--- config.mk ---
export PLATFORM = sky130hd
export DESIGN_NAME = adc_grp_seq
export DESIGN_NICKNAME = d
export VERILOG_FILES = /design/src/rtl/adc_grp_seq_pkg.sv /design/src/rtl/adc_clk_tick.sv /design/src/rtl/adc_grp_regs.sv /design/src/rtl/adc_seq_ctrl.sv /design/src/rtl/adc_grp_seq.sv
export SDC_FILE = /design/constraint.sdc
export NUM_CORES = 1
export LEC_CHECK = 0
export ABC_CLOCK_PERIOD_IN_PS = 4700
export BUFFER_PORTS_ARGS = -buffer_cell sky130_fd_sc_hd__buf_2
export CAP_MARGIN = 20
export CORE_MARGIN = 2
export CORE_UTILIZATION = 45
export DETAILED_ROUTE_END_ITERATION = 16
export PLACE_DENSITY = 0.65
export SLEW_MARGIN = 10
export SYNTH_ARGS = -nofsm -noshare
export SYNTH_HDL_FRONTEND = slang
export SYNTH_SLANG_ARGS = --single-unit
--- constraint.sdc ---
create_clock -name clk_i -period 4.7 [get_ports clk_i]
set_input_delay 0.94 -clock clk_i [delete_from_list [all_inputs] [get_ports clk_i]]
set_output_delay 0.94 -clock clk_i [all_outputs]
set_load 0.05 [all_outputs]
--- src/rtl/adc_grp_seq_pkg.sv ---
package adc_grp_seq_pkg;
  typedef enum logic [1:0] {ST_IDLE, ST_SAMPLE, ST_CONV} seq_st_e;

  function automatic logic [4:0] smp_len(input logic [2:0] mode);
    case (mode)
      3'd0:    smp_len = 5'd24;
      3'd1:    smp_len = 5'd16;
      3'd2:    smp_len = 5'd10;
      3'd3:    smp_len = 5'd6;
      default: smp_len = 5'd4;
    endcase
  endfunction
endpackage

--- src/rtl/adc_clk_tick.sv ---
module adc_clk_tick #(
  parameter int DIV_W = 2
) (
  input  logic             clk_i,
  input  logic             rst_ni,
  input  logic             clear_i,
  input  logic             run_i,
  input  logic [DIV_W-1:0] div_i,
  output logic             tick_o
);
  localparam int CNT_W = (1 << DIV_W) - 1;

  logic [CNT_W-1:0] cnt_q;
  logic [CNT_W-1:0] lim;

  assign lim    = CNT_W'((1 << div_i) - 1);
  assign tick_o = run_i && (cnt_q == lim);

  always_ff @(posedge clk_i or negedge rst_ni) begin
    if (!rst_ni)      cnt_q <= '0;
    else if (clear_i) cnt_q <= '0;
    else if (run_i)   cnt_q <= tick_o ? '0 : cnt_q + 1'b1;
  end
endmodule

--- src/rtl/adc_grp_regs.sv ---
module adc_grp_regs #(
  parameter int NG    = 4,
  parameter int CH_W  = 5,
  parameter int RES_W = 12,
  localparam int GW   = (NG > 1) ? $clog2(NG) : 1
) (
  input  logic                       clk_i,
  input  logic                       rst_ni,
  input  logic                       wr_en_i,
  input  logic [GW-1:0]              wr_grp_i,
  input  logic [CH_W-1:0]            wr_chan_i,
  input  logic                       wr_ie_i,
  input  logic                       rd_en_i,
  input  logic [GW-1:0]              rd_grp_i,
  input  logic                       cmp_i,
  input  logic [GW-1:0]              cmp_grp_i,
  input  logic [RES_W-1:0]           cmp_data_i,
  input  logic [GW-1:0]              act_grp_i,
  output logic [CH_W-1:0]            act_chan_o,
  output logic [RES_W-1:0]           rd_data_o,
  output logic [NG-1:0]              done_o,
  output logic                       irq_o
);
  logic [NG-1:0][CH_W-1:0]  chan_q;
  logic [NG-1:0][RES_W-1:0] res_q;
  logic [NG-1:0]            ie_q;
  logic [NG-1:0]            done_q;

  for (genvar g = 0; g < NG; g++) begin : g_slot
    logic sel_wr, sel_rd, sel_cmp;
    assign sel_wr  = wr_en_i && (wr_grp_i == GW'(g));
    assign sel_rd  = rd_en_i && (rd_grp_i == GW'(g));
    assign sel_cmp = cmp_i && (cmp_grp_i == GW'(g));

    always_ff @(posedge clk_i or negedge rst_ni) begin
      if (!rst_ni) begin
        chan_q[g] <= '0;
        ie_q[g]   <= 1'b0;
        done_q[g] <= 1'b0;
        res_q[g]  <= '0;
      end else begin
        if (sel_wr) begin
          chan_q[g] <= wr_chan_i;
          ie_q[g]   <= wr_ie_i;
        end
        // completion beats a same-cycle read clear
        if (sel_cmp) begin
          done_q[g] <= 1'b1;
          res_q[g]  <= cmp_data_i;
        end else if (sel_rd) begin
          done_q[g] <= 1'b0;
        end
      end
    end
  end

  assign act_chan_o = chan_q[act_grp_i];
  assign rd_data_o  = res_q[rd_grp_i];
  assign done_o     = done_q;
  assign irq_o      = |(done_q & ie_q);
endmodule

--- src/rtl/adc_seq_ctrl.sv ---
module adc_seq_ctrl
  import adc_grp_seq_pkg::*;
#(
  parameter int NG  = 4,
  localparam int GW = (NG > 1) ? $clog2(NG) : 1
) (
  input  logic          clk_i,
  input  logic          rst_ni,
  input  logic          wr_en_i,
  input  logic [GW-1:0] wr_grp_i,
  input  logic          hw_mode_i,
  input  logic          hw_trig_i,
  input  logic          cont_i,
  input  logic [2:0]    long_mode_i,
  input  logic          tick_i,
  input  logic          conv_done_i,
  output logic          clear_o,
  output logic          run_o,
  output logic          start_o,
  output logic          abort_o,
  output logic          cmp_o,
  output logic          active_o,
  output logic [GW-1:0] grp_o
);
  seq_st_e       st_q;
  logic [GW-1:0] grp_q, ptr_q;
  logic [4:0]    smp_q, len;
  logic          start_q;
  logic          hit, sw_go, hw_go, last;

  assign len     = smp_len(long_mode_i);
  assign hit     = wr_en_i && (wr_grp_i == grp_q) && (st_q != ST_IDLE);
  assign sw_go   = !hw_mode_i && wr_en_i && (wr_grp_i == '0);
  assign hw_go   = hw_mode_i && hw_trig_i;
  assign last    = (smp_q == len - 5'd1);
  assign cmp_o   = (st_q == ST_CONV) && conv_done_i && !hit;
  assign abort_o = hit && (st_q == ST_CONV);
  assign run_o   = (st_q == ST_SAMPLE);
  assign clear_o = hit ? sw_go
                 : (st_q == ST_IDLE) ? (sw_go || hw_go)
                 : (cmp_o && cont_i);

  always_ff @(posedge clk_i or negedge rst_ni) begin
    if (!rst_ni) begin
      st_q    <= ST_IDLE;
      grp_q   <= '0;
      ptr_q   <= '0;
      smp_q   <= '0;
      start_q <= 1'b0;
    end else begin
      start_q <= 1'b0;
      if (hit) begin
        smp_q <= '0;
        if (sw_go) begin
          st_q  <= ST_SAMPLE;
          grp_q <= '0;
        end else begin
          st_q  <= ST_IDLE;
        end
      end else begin
        case (st_q)
          ST_IDLE: begin
            smp_q <= '0;
            if (sw_go) begin
              st_q  <= ST_SAMPLE;
              grp_q <= '0;
            end else if (hw_go) begin
              st_q  <= ST_SAMPLE;
              grp_q <= ptr_q;
              ptr_q <= (ptr_q == GW'(NG - 1)) ? '0 : ptr_q + 1'b1;
            end
          end
          ST_SAMPLE: begin
            if (tick_i) begin
              if (last) begin
                st_q    <= ST_CONV;
                start_q <= 1'b1;
                smp_q   <= '0;
              end else begin
                smp_q <= smp_q + 5'd1;
              end
            end
          end
          ST_CONV: begin
            if (cmp_o) st_q <= cont_i ? ST_SAMPLE : ST_IDLE;
          end
          default: st_q <= ST_IDLE;
        endcase
      end
    end
  end

  assign start_o  = start_q;
  assign active_o = (st_q != ST_IDLE);
  assign grp_o    = grp_q;
endmodule

--- src/rtl/adc_grp_seq.sv ---
module adc_grp_seq #(
  parameter int NG    = 4,
  parameter int CH_W  = 5,
  parameter int RES_W = 12,
  parameter int DIV_W = 2,
  localparam int GW   = (NG > 1) ? $clog2(NG) : 1
) (
  input  logic             clk_i,
  input  logic             rst_ni,
  input  logic             wr_en_i,
  input  logic [GW-1:0]    wr_grp_i,
  input  logic [CH_W-1:0]  wr_chan_i,
  input  logic             wr_ie_i,
  input  logic             rd_en_i,
  input  logic [GW-1:0]    rd_grp_i,
  output logic [RES_W-1:0] rd_data_o,
  input  logic             hw_mode_i,
  input  logic             hw_trig_i,
  input  logic             cont_i,
  input  logic [2:0]       long_mode_i,
  input  logic [DIV_W-1:0] clk_div_i,
  output logic             conv_start_o,
  output logic [CH_W-1:0]  conv_chan_o,
  output logic             conv_abort_o,
  input  logic             conv_done_i,
  input  logic [RES_W-1:0] conv_data_i,
  output logic [NG-1:0]    done_o,
  output logic             irq_o,
  output logic             active_o,
  output logic [GW-1:0]    act_grp_o
);
  logic clear, run, tick, cmp;

  adc_clk_tick #(.DIV_W(DIV_W)) u_tick (
    .clk_i   (clk_i),
    .rst_ni  (rst_ni),
    .clear_i (clear),
    .run_i   (run),
    .div_i   (clk_div_i),
    .tick_o  (tick)
  );

  adc_seq_ctrl #(.NG(NG)) u_ctrl (
    .clk_i       (clk_i),
    .rst_ni      (rst_ni),
    .wr_en_i     (wr_en_i),
    .wr_grp_i    (wr_grp_i),
    .hw_mode_i   (hw_mode_i),
    .hw_trig_i   (hw_trig_i),
    .cont_i      (cont_i),
    .long_mode_i (long_mode_i),
    .tick_i      (tick),
    .conv_done_i (conv_done_i),
    .clear_o     (clear),
    .run_o       (run),
    .start_o     (conv_start_o),
    .abort_o     (conv_abort_o),
    .cmp_o       (cmp),
    .active_o    (active_o),
    .grp_o       (act_grp_o)
  );

  adc_grp_regs #(.NG(NG), .CH_W(CH_W), .RES_W(RES_W)) u_regs (
    .clk_i      (clk_i),
    .rst_ni     (rst_ni),
    .wr_en_i    (wr_en_i),
    .wr_grp_i   (wr_grp_i),
    .wr_chan_i  (wr_chan_i),
    .wr_ie_i    (wr_ie_i),
    .rd_en_i    (rd_en_i),
    .rd_grp_i   (rd_grp_i),
    .cmp_i      (cmp),
    .cmp_grp_i  (act_grp_o),
    .cmp_data_i (conv_data_i),
    .act_grp_i  (act_grp_o),
    .act_chan_o (conv_chan_o),
    .rd_data_o  (rd_data_o),
    .done_o     (done_o),
    .irq_o      (irq_o)
  );
endmodule

### After elaboration in Yosys (flattened, before gate mapping)

Cells that the tools add are included.

* $add $sub $neg: 5
* order comparisons: 2
* equal/unequal tests: 23
* shift-type cells: 1
* multiplexer cells: 41
* bitwise operators: 3
* reductions and logical operators: 44

Operators by type and width (number)
* $bmux 12 s2: 1
* $mux 2: 12
* $logic_and 1x1->1: 22
* $mux 5: 4
* $pmux 5 s4: 1
* $eq 2x2->1 const B: 8
* $mux 1: 16
* $reduce_bool 2->1: 8
* $mux 12: 1
* $bmux 5 s2: 1
* $pmux 5 s2: 1
* $mux 3: 3
* $eq 2x1->1 const B: 4
* $logic_not 2->1: 4
* $reduce_and 4->1: 2
* $eq 3x2->1 const B: 2
* $lt 2x3->1 const B: 2
* $ne 3x1->1 const B: 2
* $pmux 2 s3: 1
* $add 5x1->5 const B: 1
* $eq 5x5->1: 1
* $sub 5x1->5 const B: 1
* $and 4x4->4: 1
* $ne 4x1->1 const B: 1
* 17 further kinds: 19

* register bits: 91
* bits of input ports: 35
* output and inout port bits: 27
* word-level logic and storage cells: 141

### Longest topological paths before layout

Gate-level depths: netlist of the first run.

* depth after elaboration: 9
* gate-level depth with buffers: 8
* depth with buffers taken out: 6

### Modules after synthesis

Synthesis of the first run repeated with hierarchy kept, for this count alone.

* cells, all modules: 306
* area, all modules: 4450.5 µm²

By module, submodules not included
* adc_grp_regs: times used 1, cells an instance 195, area an instance 3352.0 µm², sequential area each 1901.8 µm²
* adc_seq_ctrl: times used 1, cells an instance 88, area an instance 875.8 µm², sequential area each 300.3 µm²
* adc_clk_tick: times used 1, cells an instance 23, area an instance 222.7 µm², sequential area each 75.1 µm²

### Least setup slack after synthesis of the first run

Ideal clock, no wire load.

* path type: in2out
* start point: input port rd_grp_i[0]
* end point: output port rd_data_o[10]
* data arrival time: 2.431 ns
* data required time: 3.760 ns
* path slack: 1.329 ns
* stages on the path: 3
* path buffers: 2
* cells stage by stage: clkbuf_1 buf_1 mux4_2

* cells in the longest elaborated chain, start to end: 2

RTL lines
* from (decl): line adc_grp_seq.sv:15 `input logic [GW-1:0] rd_grp_i,`
* $bmux 12 s2: line adc_grp_regs.sv:58 `assign rd_data_o = res_q[rd_grp_i];`
* $mux 12 (implied by the code): line adc_grp_regs.sv:58
* to (decl): line adc_grp_seq.sv:16 `output logic [RES_W-1:0] rd_data_o,`

No other way between the ends. The select of a mux whose other input is x is not followed.

### Worst setup path in the final report of the first run

* start point: input port rd_grp_i[0]
* end point: output port rd_data_o[6]

Same word-level chain as after synthesis.

==> flow_metrics.tcl, run 1 <==
set metrics [dict create \
    status "finished clean" \
    setup_viol 0 \
    chipHeight_um 102 \
    maxCapViolations 0 \
    synth_area_um2 4280 \
    slew_violations 0 \
    place_hpwl_um 5790 \
    ctsResizeCount 0 \
    grt_pass1_wl_um 13800 \
    synth_warnings 0 \
    postCtsSetupRepairBufs 0 \
    dieArea_um2 10300 \
    die_w_um 102 \
    yosysTopAreaCell "dfrtp_1" \
    gp_congestion 0.797 \
    avgSynthCellArea_um2 13.7 \
    drt_iter0_drc 101 \
    drtAntennaViolNets 0 \
    postCtsHoldBufs 0 \
    insertion_delay_ns 0.34 \
    route.detailed.drc 0 \
    power.density_nw_per_um2 520 \
    num-fill-cells 807 \
    drt_wl_total_um 8230 \
    dp_slack_ns 1.60 \
    ioPinCount 62 \
    fin_tns_setup_ns 0 \
    h-tree-depth 3 \
    p_leak_nw 2.36 \
    tightest_slew_ns 0.661 \
    min_period_over_period_pct 64.9 \
    vdd_drop_max_uv 224 \
    critical_path_class "in2out" \
    tritoncts "yes" \
    num_rows 35 \
    period_needed_ns 3.05 \
    initial_core_util_pct 46.3 \
    fin_ws_ns 1.65 \
    cts.path.max_buffers 2 \
    rsz0062_at_grt "false" \
    antenna_found_initial 0 \
    drtPass1Iterations 4 \
    path_clk_slew_ns 0.08 \
    r2r-end "u_regs.res_q[42]" \
    synth_edf_count 0 \
    coreArea_um2 9240 \
    cts_sinks 91 \
    hold_path.class "reg2reg" \
    worst_ep_required_time_ns 3.76 \
    wl_per_cell_um 16.1 \
    final_layout_size_suffix_gt1_share_pct 46.9 \
    reg2reg_slack_ns 2.18 \
    vias 2774 \
    rr_worst_depth 6 \
    synth.area.top_cells "dfrtp_1 (53%), mux2_2 (19%), mux4_2 (8.9%), nand2_1 (1.8%), a21o_1 (1.2%)" \
    grtUsageTotal_pct 17.3 \
    seq_area_um2 2280 \
    ys_ff_latch 91 \
    endpoint_kind "primary output" \
    skew_ns 0.00810 \
    syn2layout_area_growth_pct 15.3 \
    cts-buffers-inserted 9 \
    grt_pass1_vias 2825 \
    root_buffer "clkbuf_8" \
    synthCells 312 \
    cp.arrival_ns 2.11 \
    hold_violations 0 \
    yosysUniqueCellTypes 46 \
    worstPathMaxFanout 16 \
    fmax_mhz 328 \
    nets 415 \
    synth-main-ff-cell "dfrtp_1" \
    synth_seq_area_share_pct 53.2 \
    regToRegStartpoint "u_ctrl.grp_o[1]" \
    grt_overflow_total 0 \
    hold_path_depth 1 \
    port_buffers 61 \
    start_kind "input port" \
    multi_input_area_um2 1920 \
    diodes 0 \
    async_flop_share_pct 100 \
    slew_headroom_pct 56.0 \
    synth_nets 350 \
    hp-start "u_regs.res_q[34]" \
    avgViaCountPerCell 5.43 \
    grt_max_degree 53 \
    yosysTopAreaCellShare_pct 53.2 \
    min_to "u_regs.res_q[34]" \
]
-- metal layers --
layer	vias to the layer above	part of all wire (%)	wire (um)	global-route usage (%)
met5	-	0	0	0
met4	0	0.90	74	5.41
met3	6	3.7	303	3.86
met2	43	48	3940	27.4
met1	1428	48	3910	24.0
li1	1297	-	-	-
-- cell usage in the layout (no fill, tap or decap), types with 7 or more instances in the layout --
cell      synthesis  final
clkbuf_8          0     10
nor2_1            8      8
inv_1            10     10
dfrtp_1          91     91
buf_2             4     60
mux4_2           17     17
mux2_2           73     73
nand2_1          20     20
nand3_1           9      9
a21o_1            7      7
-- layout make-up --
class	count	area share [%]
sequential	91	46.1
multi-input combinational	200	38.9
timing repair buffer	65	6.85
tap	129	3.27
clock buffer	11	2.87
clock inverter	5	1.24
inverter	10	0.761
-- how the worst max path moves through the flow --
stage                     start             to  slack [ns]
finish              rd_grp_i[0]   rd_data_o[6]        1.65
global route        rd_grp_i[0]  rd_data_o[10]        1.56
CTS                 rd_grp_i[0]   rd_data_o[6]        1.60
detailed placement  rd_grp_i[0]   rd_data_o[1]        1.60
global placement    rd_grp_i[0]   rd_data_o[1]        1.61
floorplan           rd_grp_i[0]  rd_data_o[10]        1.33
-- power breakdown --
| part | switching (W) | total [W] | internal, W |
|---|---|---|---|
| sequential | 0.000157 | 0.00113 | 0.000972 |
| clock | 0.000270 | 0.000532 | 0.000263 |
| combinational | 0.000525 | 0.000903 | 0.000378 |
| total | 0.000952 | 0.00256 | 0.00161 |
-- through the flow --
stage               hold slack [ns]  area, um2  cells  total power (W)  util [%]
floorplan                     0.474       4280    312          0.00184         -
global placement              0.481       4730    495          0.00203      51.2
detailed placement            0.488       4730    495          0.00206      51.2
CTS                           0.509       4930    511          0.00260      53.4
global route                  0.520       4930    511          0.00272      53.4
finish                        0.506       4930    511          0.00256      53.4
-- sequential cells by signal (all words and copies together) (netlist names) --
| signal | flops |
|---|---|
| u_ctrl.ptr_q | 2 |
| u_ctrl.st_q | 2 |
| u_regs.res_q | 48 |
| u_ctrl.start_o | 1 |
| u_ctrl.smp_q | 5 |
| u_regs.chan_q | 20 |
| u_regs.done_o | 4 |
| u_regs.ie_q | 4 |
| u_tick.cnt_q | 3 |
| u_ctrl.grp_o | 2 |
-- cells by family (layout without fill, tap and decap cells) --
| group | count (synthesis) | after routing | synth area share (%) |
|---|---|---|---|
| flip-flops | 91 | 91 | 53.2 |
| AO/OA/AOI/OAI | 38 | 38 | 6.49 |
| XOR/XNOR | 2 | 2 | 0.409 |
| adder cells (fa/ha/maj) | 3 | 3 | 0.877 |
| multiplexers | 91 | 91 | 28.4 |
| buffers and inverters | 21 | 91 | 2.13 |
| AND/OR/NAND/NOR | 66 | 66 | 8.53 |
-- critical path, stage by stage --
cell    delay [ns]
buf_2         0.38
mux4_2        0.56
buf_2         0.22
-- cell usage after synthesis (3+ instances only) --
cell,n
dfrtp_1,91
mux2_2,73
nand2_1,20
mux4_2,17
inv_1,10
nand3_1,9
nor2_1,8
a21o_1,7
a21oi_1,5
o21ai_0,5
a31oi_1,4
buf_2,4
clkbuf_1,4
nand3b_1,4
nor3_1,4
and3_1,3
ha_1,3
nor2b_1,3
o22ai_1,3
Note: power is estimated with default switching activity, not from simulation.
==> run 2, diff against run 1 <==
--- a/config.mk
+++ b/config.mk
@@ -5,13 +5,13 @@
 export SDC_FILE = /design/constraint.sdc
 export NUM_CORES = 1
 export LEC_CHECK = 0
-export ABC_CLOCK_PERIOD_IN_PS = 4700
+export ABC_CLOCK_PERIOD_IN_PS = 2700
 export BUFFER_PORTS_ARGS = -buffer_cell sky130_fd_sc_hd__buf_2
 export CAP_MARGIN = 20
 export CORE_MARGIN = 2
 export CORE_UTILIZATION = 45
 export DETAILED_ROUTE_END_ITERATION = 16
-export PLACE_DENSITY = 0.65
+export PLACE_DENSITY = 0.68
 export SLEW_MARGIN = 10
 export SYNTH_ARGS = -nofsm -noshare
 export SYNTH_HDL_FRONTEND = slang
==> constraint.sdc (replaced) <==
create_clock -name clk_i -period 2.7 [get_ports clk_i]
set_input_delay 0.54 -clock clk_i [delete_from_list [all_inputs] [get_ports clk_i]]
set_output_delay 0.54 -clock clk_i [all_outputs]
set_load 0.05 [all_outputs]
==> run 2 against run 1 <==
Register-to-register slack got worse by 1.6 ns. Total power increased by 75%. Flip-flop and latch count unchanged. Global-route usage increased by 0.95 points.
==> flow_metrics.tcl, run 2 (synthesized netlist as in run 1, its figures left out) <==
set metrics [dict create \
    start_kind "input port" \
    initial_core_util_pct 46.3 \
    tritoncts "yes" \
    p_total_w 0.00450 \
    reg2reg_slack_ns 0.55 \
    crit_top_cell "buf_2" \
    vias 2813 \
    nets 420 \
    worst_ep_required_time_ns 2.16 \
    skew_ns 0.0100 \
    hold_path.class "in2async" \
    coreArea_um2 9240 \
    ioPinCount 62 \
    power.density_nw_per_um2 902 \
    dieArea_um2 10300 \
    port_buffers 61 \
    critical_path_class "in2out" \
    drt_wl_total_um 8570 \
    cp.arrival_ns 1.74 \
    status "finished clean" \
    syn2layout_area_growth_pct 16.4 \
    place_hpwl_um 5980 \
    worstPathMaxFanout 16 \
    fmax_mhz 438 \
    chipHeight_um 102 \
    postCtsHoldBufs 0 \
    insertion_delay_ns 0.36 \
    critPathMaxStageDelay_ns 0.58 \
    period_needed_ns 2.28 \
    fin_ws_ns 0.419 \
    vdd_drop_max_uv 392 \
    dp_slack_ns 0.385 \
    diodes 0 \
    num-fill-cells 819 \
    r2r-end "u_ctrl.st_q[0]" \
    cts-buffers-inserted 9 \
    largest_reg_flops 48 \
    drtAntennaViolNets 0 \
    min_period_over_period_pct 84.5 \
    h-tree-depth 3 \
    slew_headroom_pct 59.2 \
    hold_violations 0 \
    dp.cells 500 \
    final_layout_size_suffix_gt1_share_pct 47.8 \
    tightest_slew_ns 0.610 \
    cts.path.max_buffers 2 \
    avgViaCountPerCell 5.45 \
    postCtsSetupRepairBufs 0 \
    fin_tns_setup_ns 0 \
    setup_viol 0 \
    largest_register "u_regs.res_q" \
    layout_common_cells "dfrtp_1 (91), mux2_2 (73), buf_2 (60)" \
    grt_pass1_wl_um 14500 \
    crit_family "buffers and inverters" \
    cp.buffers_inverters 2 \
    root_buffer "clkbuf_8" \
    num_rows 35 \
    cpMaxStageDelayCell "mux4_2" \
    slew_violations 0 \
    finalNonFillerCells 516 \
    path_clk_slew_ns 0.09 \
    p_leak_nw 2.40 \
    drtPass1Iterations 4 \
    crit_chain "buf_2 > mux4_2 > buf_2" \
    rr_worst_depth 5 \
    maxCapViolations 0 \
    wl_per_cell_um 16.6 \
    layout_commonest_cell "dfrtp_1" \
    antenna_found_initial 0 \
    grt_overflow_total 0 \
    die_w_um 102 \
    grt_pass1_vias 2974 \
    regToRegStartpoint "u_ctrl.smp_q[3]" \
    ctsResizeCount 0 \
    reg_top3 "u_regs.res_q (48), u_regs.chan_q (20), u_ctrl.smp_q (5)" \
    grtUsageTotal_pct 18.3 \
    drt_iter0_drc 92 \
    gp_congestion 0.765 \
    endpoint_kind "primary output" \
    route.detailed.drc 0 \
    cts_sinks 91 \
    grt_max_degree 70 \
    rsz0062_at_grt "false" \
]
run 2: cell types whose count changed in the layout (fill, tap and decap cells not counted):
cell        before  now
buf_12           0    1
buf_4            5    9
clkbuf_1         1    0
clkbuf_8        10    9
clkinv_2         0    1
clkinv_4         0    1
clkinvlp_4       3    2
inv_6            1    2
run 2: where the power goes:
part / switching, W / internal (W) / total, W
logic: 0.000973 / 0.000677 / 0.00165
registers: 0.000221 / 0.00169 / 0.00191
clock network: 0.000498 / 0.000434 / 0.000932
total: 0.00169 / 0.00280 / 0.00450
run 2: per-layer routing:
layer / GRT usage (%) / share of wire (%)
met1: 24.6 / 45
met2: 29.2 / 49
met3: 3.59 / 4.4
met4: 7.48 / 1.4
met5: 0 / 0
run 2: worst max-delay path by stage:
| stage | start | endpoint | cells after the start |
|---|---|---|---|
| after floorplan | rd_grp_i[0] | rd_data_o[10] | 3 |
| after global placement | rd_grp_i[0] | rd_data_o[1] | 3 |
| after detailed placement | rd_grp_i[0] | rd_data_o[1] | 3 |
| after CTS | rd_grp_i[0] | rd_data_o[1] | 3 |
| after global routing | u_ctrl.grp_o[1] | conv_abort_o | 4 |
| final | rd_grp_i[0] | rd_data_o[1] | 3 |
run 2: area by class of cell:
| class | instances | area [um2] | area share (%) |
|---|---|---|---|
| clock buffer | 9 | 124 | 2.49 |
| inverter | 10 | 37.5 | 0.753 |
| sequential | 91 | 2280 | 45.7 |
| timing repair buffer | 70 | 388 | 7.79 |
| multi-input combinational | 200 | 1920 | 38.5 |
| tap | 129 | 161 | 3.24 |
| clock inverter | 7 | 76.3 | 1.53 |
run 2: metrics by stage:
step	hold slack (ns)	util [%]	instance area (um2)
2_1_floorplan	0.244	-	4280
3_3_place_gp	0.458	51.8	4780
3_5_place_dp	0.464	51.8	4780
4_1_cts	0.0660	53.9	4980
5_1_grt	0.0883	53.9	4980
6_report	0.0663	53.9	4980
run 2: worst register-to-register path, stage by stage (launching register included):
cell	delay, ns
dfrtp_1	0.47
or2_1	0.26
or4_1	0.50
a2111oi_0	0.54
nand2_1	0.11
a21o_1	0.17
==> run 3, diff against run 2 <==
--- a/config.mk
+++ b/config.mk
@@ -5,13 +5,13 @@
 export SDC_FILE = /design/constraint.sdc
 export NUM_CORES = 1
 export LEC_CHECK = 0
-export ABC_CLOCK_PERIOD_IN_PS = 2700
+export ABC_CLOCK_PERIOD_IN_PS = 2300
 export BUFFER_PORTS_ARGS = -buffer_cell sky130_fd_sc_hd__buf_2
 export CAP_MARGIN = 20
 export CORE_MARGIN = 2
 export CORE_UTILIZATION = 45
 export DETAILED_ROUTE_END_ITERATION = 16
-export PLACE_DENSITY = 0.68
+export PLACE_DENSITY = 0.65
 export SLEW_MARGIN = 10
 export SYNTH_ARGS = -nofsm -noshare
 export SYNTH_HDL_FRONTEND = slang
==> constraint.sdc (replaced) <==
create_clock -name clk_i -period 2.3 [get_ports clk_i]
set_input_delay 0.46 -clock clk_i [delete_from_list [all_inputs] [get_ports clk_i]]
set_output_delay 0.46 -clock clk_i [all_outputs]
set_load 0.05 [all_outputs]
==> run 3 against run 2 <==
Final area is 1.5% higher. Flip-flop and latch count is the same. Register-to-register slack got worse by 0.40 ns. Via count grew 0.18%. Critical path type is now reg2out. Largest power group unchanged.
==> flow_metrics.tcl, run 3 (synthesized netlist as in run 1, its figures left out) <==
set metrics [dict create \
    rsz0062_at_grt "false" \
    largest_reg_flops 48 \
    endpoint_kind "primary output" \
    cts.path.max_buffers 2 \
    antenna_found_initial 0 \
    grt_max_degree 39 \
    layout_commonest_cell "dfrtp_1" \
    hold_path.class "in2async" \
    chipHeight_um 102 \
    slew_violations 0 \
    grt_overflow_total 0 \
    maxCapViolations 0 \
    nets 424 \
    drt_iter0_drc 113 \
    diodes 0 \
    syn2layout_area_growth_pct 18.1 \
    grtUsageTotal_pct 17.8 \
    vias 2818 \
    dieArea_um2 10300 \
    p_leak_nw 2.43 \
    status "finished clean" \
    critical_path_class "reg2out" \
    gp_congestion 0.737 \
    start_kind "flip-flop" \
    power.density_nw_per_um2 1070 \
    die_w_um 102 \
    postCtsHoldBufs 0 \
    route.detailed.drc 0 \
    drtPass1Iterations 4 \
    period_needed_ns 2.20 \
    port_buffers 61 \
    final_layout_size_suffix_gt1_share_pct 48.5 \
    drtAntennaViolNets 0 \
    initial_core_util_pct 46.3 \
    min_period_over_period_pct 95.6 \
    num_rows 35 \
    largest_register "u_regs.res_q" \
    reg_top3 "u_regs.res_q (48), u_regs.chan_q (20), u_ctrl.smp_q (5)" \
    cts_sinks 91 \
    coreArea_um2 9240 \
    utilization_pct 54.7 \
    fin_ws_ns 0.101 \
    worstPathMaxFanout 8 \
    cts-buffers-inserted 9 \
    p_total_w 0.00539 \
    avgViaCountPerCell 5.43 \
    grt_pass1_wl_um 14000 \
    insertion_delay_ns 0.35 \
    grt_pass1_vias 2757 \
    ctsResizeCount 0 \
    slew_headroom_pct 64.6 \
    hold_violations 0 \
    layout_common_cells "dfrtp_1 (90), mux2_2 (73), buf_2 (60)" \
    cp.arrival_ns 1.74 \
    h-tree-depth 3 \
    drt_wl_total_um 8510 \
    root_buffer "clkbuf_8" \
    worst_ep_required_time_ns 1.84 \
    setup_viol 0 \
    tightest_slew_ns 0.518 \
    dp_slack_ns 0.0918 \
    postCtsSetupRepairBufs 0 \
    ioPinCount 62 \
    fmax_mhz 455 \
    fin_tns_setup_ns 0 \
    place_hpwl_um 5950 \
    skew_ns 0.0177 \
    num-fill-cells 799 \
    tritoncts "yes" \
    path_clk_slew_ns 0.09 \
    vdd_drop_max_uv 506 \
    wl_per_cell_um 16.4 \
]
run 3: power by group:
group | leakage, nW | switching (W) | internal [W]
Clock | 0.101 | 0.000557 | 0.000614
Sequential | 1.20 | 0.000260 | 0.00199
Combinational | 1.13 | 0.00115 | 0.000818
run 3: worst max-delay path, stage by stage (launching register included):
cell and delay, ns:
dfrtp_1 0.40, xnor2_1 0.29, nand3_2 0.14, buf_4 0.19, nor2_2 0.10, buf_2 0.27
run 3: layout make-up:
type | instances | area [um2] | area share, %
well taps | 129 | 161 | 3.19
repair buffers | 74 | 443 | 8.76
clock inverters | 5 | 86.3 | 1.71
flip-flops and latches | 91 | 2280 | 45.1
inverters | 10 | 37.5 | 0.743
clock buffers | 10 | 128 | 2.52
multi-input cells | 200 | 1920 | 38.0
run 3: final timing paths:
check	from	to	slack (ns)	depth (start not counted)
min	rst_ni	u_tick.cnt_q[2]	0.03	1
min reg2reg	u_regs.chan_q[12]	u_regs.chan_q[12]	0.51	1
min in group clk_i	conv_data_i[4]	u_regs.res_q[16]	0.38	2
max reg2reg	u_ctrl.smp_q[3]	u_ctrl.st_q[0]	0.15	5
max	u_ctrl.grp_o[1]	conv_abort_o	0.10	5
max in group asynchronous	rst_ni	u_regs.chan_q[7]	1.57	2
run 3: metrics by stage:
stage | instances | area, um2 | hold slack, ns
floorplan | 312 | 4290 | 0.164
global placement | 504 | 4840 | 0.435
detailed placement | 504 | 4840 | 0.442
CTS | 519 | 5050 | 0.0512
global route | 519 | 5050 | 0.0525
finish | 519 | 5050 | 0.0346
run 3: routing by layer:
metal,GRT usage (%),up-vias,wire (um)
met5,0,-,0
met4,5.30,0,95
met3,3.66,7,332
met2,27.7,57,4150
met1,25.3,1444,3930
li1,-,1310,-
